`src/rtl/mbs_pkg.sv`:
```
package mbs_pkg;

  typedef enum logic [1:0] {
    PH_IDLE = 2'd0,
    PH_ADDR = 2'd1,
    PH_STRB = 2'd2,
    PH_RELS = 2'd3
  } mbs_phase_e;

  // next bus phase from the current one, a new start and target readiness
  function automatic mbs_phase_e phase_step(mbs_phase_e cur, logic start, logic tgt_ready);
    mbs_phase_e nxt;
    case (cur)
      PH_IDLE: nxt = start ? PH_ADDR : PH_IDLE;
      PH_ADDR: nxt = PH_STRB;
      PH_STRB: nxt = tgt_ready ? PH_RELS : PH_STRB;
      default: nxt = PH_IDLE;
    endcase
    return nxt;
  endfunction

endpackage

```
`src/rtl/mbs_ctrl.sv`:
```
module mbs_ctrl
  import mbs_pkg::*;
(
  input  logic clk,
  input  logic rst_n,
  input  logic start,
  input  logic tgt_ready,
  output logic in_idle,
  output logic in_addr,
  output logic in_strobe,
  output logic in_release
);

  mbs_phase_e phase;

  always_ff @(posedge clk) begin
    if (!rst_n) phase <= PH_IDLE;
    else        phase <= phase_step(phase, start, tgt_ready);
  end

  assign in_idle    = (phase == PH_IDLE);
  assign in_addr    = (phase == PH_ADDR);
  assign in_strobe  = (phase == PH_STRB);
  assign in_release = (phase == PH_RELS);

  // setup cycle is always followed by a strobe cycle
  assert_setup_then_strobe_R3: assert property (@(posedge clk) disable iff (!rst_n)
    in_addr |=> in_strobe);

  // wait states keep the strobe phase
  assert_wait_hold_R7: assert property (@(posedge clk) disable iff (!rst_n)
    (in_strobe && !tgt_ready) |=> in_strobe);

  // release lasts exactly one cycle
  assert_release_single_R11: assert property (@(posedge clk) disable iff (!rst_n)
    in_release |=> in_idle);

endmodule

```
`src/rtl/mbs_regs.sv`:
```
module mbs_regs #(
  parameter int ADDR_W   = 16,
  parameter int DATA_W   = 8,
  parameter int IO_TAG_W = 4
) (
  input  logic              clk,
  input  logic              rst_n,
  input  logic              load,
  input  logic              req_write,
  input  logic [ADDR_W-1:0] req_addr,
  input  logic [DATA_W-1:0] req_wdata,
  input  logic              capture,
  input  logic [DATA_W-1:0] bus_rdata,
  output logic [ADDR_W-1:0] mar,
  output logic [DATA_W-1:0] mdr,
  output logic              is_write,
  output logic              is_io
);

  localparam int TAG_LSB = ADDR_W - IO_TAG_W;

  function automatic logic addr_in_io(logic [ADDR_W-1:0] a);
    return &a[ADDR_W-1:TAG_LSB];
  endfunction

  always_ff @(posedge clk) begin
    if (!rst_n) begin
      mar      <= '0;
      is_write <= 1'b0;
      is_io    <= 1'b0;
    end else if (load) begin
      mar      <= req_addr;
      is_write <= req_write;
      is_io    <= addr_in_io(req_addr);
    end
  end

  always_ff @(posedge clk) begin
    if (!rst_n)                  mdr <= '0;
    else if (load && req_write)  mdr <= req_wdata;
    else if (capture)            mdr <= bus_rdata;
  end

  // address register changes only when a request is taken
  assert_mar_stable_R2: assert property (@(posedge clk) disable iff (!rst_n)
    !load |=> $stable(mar));

endmodule

```
`src/rtl/mbs_bus_drive.sv`:
```
module mbs_bus_drive #(
  parameter int ADDR_W = 16,
  parameter int DATA_W = 8
) (
  input  logic              in_addr,
  input  logic              in_strobe,
  input  logic              in_release,
  input  logic [ADDR_W-1:0] mar,
  input  logic [DATA_W-1:0] mdr,
  input  logic              is_write,
  input  logic              is_io,
  output logic [ADDR_W-1:0] bus_addr,
  output logic [DATA_W-1:0] bus_wdata,
  output logic              bus_rd,
  output logic              bus_wr,
  output logic              bus_rnw,
  output logic              bus_io
);

  logic cyc_active;
  logic wr_cycle;

  assign cyc_active = in_addr | in_strobe | in_release;
  assign wr_cycle   = cyc_active & is_write;

  always_comb begin
    bus_addr  = cyc_active ? mar : '0;
    bus_wdata = wr_cycle ? mdr : '0;
    bus_rd    = in_strobe & ~is_write;
    bus_wr    = in_strobe & is_write;
    bus_rnw   = ~wr_cycle;
    bus_io    = cyc_active & is_io;
  end

  // strobes are never both high
  always_comb begin
    assert_strobe_excl_R3: assert (!(bus_rd && bus_wr));
  end

endmodule

```
`src/rtl/mem_bus_seq.sv`:
```
module mem_bus_seq #(
  parameter int ADDR_W   = 16,
  parameter int DATA_W   = 8,
  parameter int IO_TAG_W = 4
) (
  input  logic              clk,
  input  logic              rst_n,
  input  logic              req_valid,
  input  logic              req_write,
  input  logic [ADDR_W-1:0] req_addr,
  input  logic [DATA_W-1:0] req_wdata,
  output logic              req_ready,
  output logic              done,
  output logic [DATA_W-1:0] rdata,
  output logic [ADDR_W-1:0] bus_addr,
  output logic [DATA_W-1:0] bus_wdata,
  input  logic [DATA_W-1:0] bus_rdata,
  output logic              bus_rd,
  output logic              bus_wr,
  output logic              bus_rnw,
  output logic              bus_io,
  input  logic              bus_ready
);

  logic in_idle, in_addr, in_strobe, in_release;
  logic start, capture;
  logic [ADDR_W-1:0] mar;
  logic [DATA_W-1:0] mdr;
  logic is_write, is_io;

  assign start   = req_valid & in_idle;
  assign capture = in_strobe & bus_ready & ~is_write;

  mbs_ctrl u_ctrl (
    .clk        (clk),
    .rst_n      (rst_n),
    .start      (start),
    .tgt_ready  (bus_ready),
    .in_idle    (in_idle),
    .in_addr    (in_addr),
    .in_strobe  (in_strobe),
    .in_release (in_release)
  );

  mbs_regs #(.ADDR_W(ADDR_W), .DATA_W(DATA_W), .IO_TAG_W(IO_TAG_W)) u_regs (
    .clk       (clk),
    .rst_n     (rst_n),
    .load      (start),
    .req_write (req_write),
    .req_addr  (req_addr),
    .req_wdata (req_wdata),
    .capture   (capture),
    .bus_rdata (bus_rdata),
    .mar       (mar),
    .mdr       (mdr),
    .is_write  (is_write),
    .is_io     (is_io)
  );

  mbs_bus_drive #(.ADDR_W(ADDR_W), .DATA_W(DATA_W)) u_drive (
    .in_addr    (in_addr),
    .in_strobe  (in_strobe),
    .in_release (in_release),
    .mar        (mar),
    .mdr        (mdr),
    .is_write   (is_write),
    .is_io      (is_io),
    .bus_addr   (bus_addr),
    .bus_wdata  (bus_wdata),
    .bus_rd     (bus_rd),
    .bus_wr     (bus_wr),
    .bus_rnw    (bus_rnw),
    .bus_io     (bus_io)
  );

  assign req_ready = in_idle;
  assign done      = in_release;
  assign rdata     = mdr;

  // ready only falls after an accepted request
  assert_busy_after_accept_R2: assert property (@(posedge clk) disable iff (!rst_n)
    $fell(req_ready) |-> $past(req_valid));

  // read strobe rises only after the same address was already driven
  assert_rd_after_addr_R3: assert property (@(posedge clk) disable iff (!rst_n)
    $rose(bus_rd) |-> (bus_addr == $past(bus_addr)) && !$past(bus_wr));

  // read data taken at the last strobe cycle, shown with done
  assert_capture_R4: assert property (@(posedge clk) disable iff (!rst_n)
    $fell(bus_rd) |-> done && (rdata == $past(bus_rdata)));

  // write strobe drops while address and data stay
  assert_wr_drop_R6: assert property (@(posedge clk) disable iff (!rst_n)
    $fell(bus_wr) |-> (bus_addr == $past(bus_addr)) && (bus_wdata == $past(bus_wdata)) && !bus_rnw);

  // data bus quiet outside stores
  assert_wdata_quiet_R8: assert property (@(posedge clk) disable iff (!rst_n)
    bus_rnw |-> (bus_wdata == '0));

  // done is a single pulse
  assert_done_pulse_R11: assert property (@(posedge clk) disable iff (!rst_n)
    done |=> !done && req_ready);

endmodule

```
`config.mk`:
```
export PLATFORM = sky130hd
export DESIGN_NAME = mem_bus_seq
export DESIGN_NICKNAME = d
export VERILOG_FILES = /design/src/rtl/mbs_pkg.sv /design/src/rtl/mbs_ctrl.sv /design/src/rtl/mbs_regs.sv /design/src/rtl/mbs_bus_drive.sv /design/src/rtl/mem_bus_seq.sv
export SDC_FILE = /design/constraint.sdc
export NUM_CORES = 1
export LEC_CHECK = 0
export ABC_AREA = 1
export BUFFER_PORTS_ARGS = -buffer_cell sky130_fd_sc_hd__buf_2
export CORE_MARGIN = 3
export CORE_UTILIZATION = 44
export CTS_CLUSTER_DIAMETER = 30
export CTS_CLUSTER_SIZE = 14
export DETAILED_ROUTE_END_ITERATION = 12
export GPL_ROUTABILITY_DRIVEN = 0
export PLACE_DENSITY = 0.83
export SLEW_MARGIN = 20
export SYNTH_ARGS = -nofsm -noshare
export SYNTH_HDL_FRONTEND = slang
export SYNTH_SLANG_ARGS = --single-unit
```
`constraint.sdc`:
```
create_clock -name clk -period 1.63 [get_ports clk]
set_clock_uncertainty 0.15 [all_clocks]
set_input_delay 0 -clock clk [delete_from_list [all_inputs] [get_ports clk]]
set_output_delay 0 -clock clk [all_outputs]
set_load 0.05 [all_outputs]
```
==> impl_metrics.py <==
metrics = {
    "detailed_routing": {
        "antenna_left": 0,
        "drtPass1Iterations": 4,
        "dr_total_vias": 1749,
        "route.detailed.drc": 0,
        "wl_per_cell_um": 14.0,
        "drt-initial-drc-count": 85,
        "wirelength_mm": 5.01,
        "viasPerCell": 4.89,
    },
    "cts": {
        "cts_max_level": 1,
        "insertion_delay_ns": 0.33,
        "clockRootBuffer": "clkbuf_4",
        "cts_buffers": 3,
        "clkSinkCount": 28,
        "ctsLongestPathBuffers": 2,
        "cts_tree": "built",
        "clkSlewWorstSetupHoldPaths_ns": 0.15,
    },
    "final_layout": {
        "fin_area_um2": 2460,
        "nets": 356,
        "fillers": 180,
        "layout-drive-gt1-share_pct": 38.7,
        "area_growth_pct": 75.5,
        "seqCellArea_um2": 563,
        "stdcell_count": 358,
        "multi_input_area_um2": 709,
    },
    "timing": {
        "post-route-min-period_ns": 1.66,
        "rsz0062_at_grt": "yes",
        "finalSetupViolations": 5,
        "fin_crit_sh_pct": 102,
        "maxSlewViolCount": 0,
        "fmax_mhz": 602,
        "setup_slack_ns": -0.0324,
        "max_slew_margin_pct": 73.8,
        "fin_tns_setup_ns": -0.106,
        "finalHoldViolCount": 0,
        "tightest_slew_ns": 0.393,
    },
    "power_and_ir_drop": {
        "power.leakage_nw": 1.16,
        "irDropWorstVdd_v": 0.000792,
        "pwr_density_cell_nw_per_um2": 838,
    },
    "critical_path": {
        "path_depth": 5,
        "cp-end-kind": "primary output",
        "cp_top_family": "simple AND/OR/NAND/NOR gates",
        "r2r_start": "u_ctrl.phase[1]",
        "cp.arrival_ns": 1.51,
        "r2r_cells": 7,
        "critPathBufInv": 2,
        "crit_path_end": "bus_wdata[0]",
        "crit_start": "u_ctrl.phase[0]",
        "max_stage_delay_ns": 0.36,
        "path_cells": "inv_2 > ha_4 > or2_4 > nor2_4 > buf_8",
        "path_max_fanout": 6,
        "rr_endpoint": "u_regs.mdr[4]",
        "path_class": "flop to primary output",
        "start_kind": "flop",
        "r2r_slack_ns": 0.06,
        "slowest_stage": "dfxtp_2",
        "critical_path_required_ns": 1.48,
    },
    "floorplanning": {
        "core_area_um2": 2900,
        "fp.dieH_um": 62.5,
        "die_x_um": 62.5,
        "std_cell_rows": 19,
        "die-area_um2": 3900,
        "pin_count": 75,
        "start_util_pct": 48.4,
    },
    "outcome": {
        "status": "finished, violations left",
        "violations": "setup timing",
    },
    "placement": {
        "place_ws_ns": 0.0409,
        "place_area_um2": 1860,
        "dp_hpwl_mm": 2.70,
        "dp_cells": 312,
        "numPortBuffers": 74,
    },
    "hold_path": {
        "hold_path.class": "input port to flop",
        "hold_depth": 4,
    },
    "grt": {
        "grt_max_degree": 26,
        "grt_util_all_layers_pct": 24.7,
        "grt_pass1_wl_mm": 7.80,
        "grt_pass1_vias": 1721,
        "antenna_found_initial": 1,
        "grt_overflow": 0,
    },
    "job": {
        "maxCapViolCount": 0,
    },
    "yosys": {
        "yosys_register_bits": 28,
        "ys_warn_count": 0,
        "syn-num-nets": 242,
        "netlist_instances": 202,
        "synth.yosys.seq_area_share_pct": 40.0,
        "synth_cell_types": 22,
        "syn_area_per_cell_um2": 6.94,
        "syn_area_um2": 1400,
    },
}
==> cells in the mapped netlist <==
cell / count / area share [%]
buf_2: 3 / 1.1
clkbuf_1: 2 / 0.54
inv_2: 1 / 0.27
buf_4: 1 / 0.54
or2_1: 1 / 0.45
inv_1: 39 / 10
ha_1: 3 / 2.7
a211oi_2: 1 / 0.89
nor2_1: 34 / 9.1
buf_1: 1 / 0.27
dfxtp_1: 28 / 40
o21ai_0: 23 / 8.2
a21oi_1: 18 / 6.4
buf_6: 4 / 3.2
nand2_2: 2 / 0.89
a21oi_2: 1 / 0.62
nor2_4: 1 / 0.80
nand3_2: 2 / 1.4
nand2_1: 20 / 5.4
nand3_1: 8 / 2.9
nor2_2: 7 / 3.1
nand4_1: 2 / 0.89
==> flip-flops by register name, indices dropped and copies added, names as in the netlist <==
signal           flops
u_regs.mar          16
u_ctrl.phase         2
u_regs.mdr           8
u_regs.is_write      1
u_regs.is_io         1
==> layout make-up <==
type	instances	share of cell area [%]
diodes	1	0.102
clock buffers	4	1.47
repair buffers	119	38.5
well taps	42	2.14
multi-input cells	124	28.8
inverters	40	6.10
flip-flops and latches	28	22.9
==> worst min-delay path, delay by kind of cell <==
| kind | cells | cell delay (ns) |
|---|---|---|
| AO/OA/AOI/OAI | 2 | 0.17 |
| buffers and inverters | 2 | 0.61 |
==> power breakdown <==
part / switching [mW] / leakage, nW / internal, mW
registers: 0.0372 / 0.232 / 0.767
logic: 0.593 / 0.909 / 0.321
clock network: 0.206 / 0.0210 / 0.137
==> worst min path at each step <==
stage          slack, ns             end          from
4_1_cts             0.30  u_regs.mar[15]  req_addr[15]
3_5_place_dp        0.12  u_regs.mar[15]  req_addr[15]
6_report            0.32   u_regs.mar[1]   req_addr[1]
5_1_grt             0.32   u_regs.mar[1]   req_addr[1]
3_3_place_gp        0.12  u_regs.mar[15]  req_addr[15]
2_1_floorplan      -0.01   u_regs.mar[1]         rst_n
==> repair_timing <==
action | in CTS | in global routing
pin swaps | 4 | 2
endpoints found under the hold margin | 27 | 0
resized for setup | 25 | 43
hold buffers | 36 | 0
setup endpoints to repair | 24 | 30
gates cloned | 1 | 0
setup buffers | 4 | 0
==> logic make-up (layout without fill, tap and decap cells) <==
logic type                 Yosys count  count (layout)  share of synthesized area (%)
and+or+nand+nor                     77              78                           24.9
buffers and inverters               51             163                           16.3
AOI/OAI and AO/OA                   43              43                           16.1
DFF                                 28              28                           40.0
adders and majority gates            3               3                           2.68
other                                0               1                              0
==> routing by layer <==
layer / vias to the layer above / track usage, % / wire length [um]
met5: - / 0 / 0
met4: 0 / 10.5 / 160
met3: 18 / 5.76 / 279
met2: 70 / 47.3 / 2750
met1: 815 / 25.2 / 1810
li1: 846 / - / -
==> stage by stage <==
step / util, % / hold WS, ns / power [mW]
2_1_floorplan: - / -0.0116 / 1.39
3_3_place_gp: 64.1 / 0.119 / 1.53
3_5_place_dp: 64.1 / 0.124 / 1.55
4_1_cts: 81.3 / 0.305 / 1.99
5_1_grt: 84.9 / 0.324 / 2.16
6_report: 84.9 / 0.319 / 2.06
==> placed cells by master, fill, tap and decap left out <==
| master | instances |
|---|---|
| nand2_4 | 1 |
| ha_1 | 2 |
| o21ai_0 | 23 |
| inv_2 | 3 |
| ha_4 | 1 |
| a211oi_2 | 1 |
| inv_1 | 37 |
| or2_4 | 2 |
| nor2_2 | 13 |
| buf_6 | 17 |
| clkbuf_8 | 1 |
| a21oi_1 | 18 |
| nor2_4 | 8 |
| dfxtp_1 | 26 |
| buf_4 | 15 |
| nand3_2 | 2 |
| clkbuf_4 | 6 |
| nand2_1 | 20 |
| nor2_1 | 21 |
| nand2_2 | 1 |
| dlygate4sd3_1 | 36 |
| diode_2 | 1 |
| a21oi_2 | 1 |
| buf_8 | 2 |
| buf_2 | 46 |
| nand3_1 | 8 |
| nand4_1 | 2 |
| dfxtp_2 | 2 |
(Power assumes the default switching activity.)
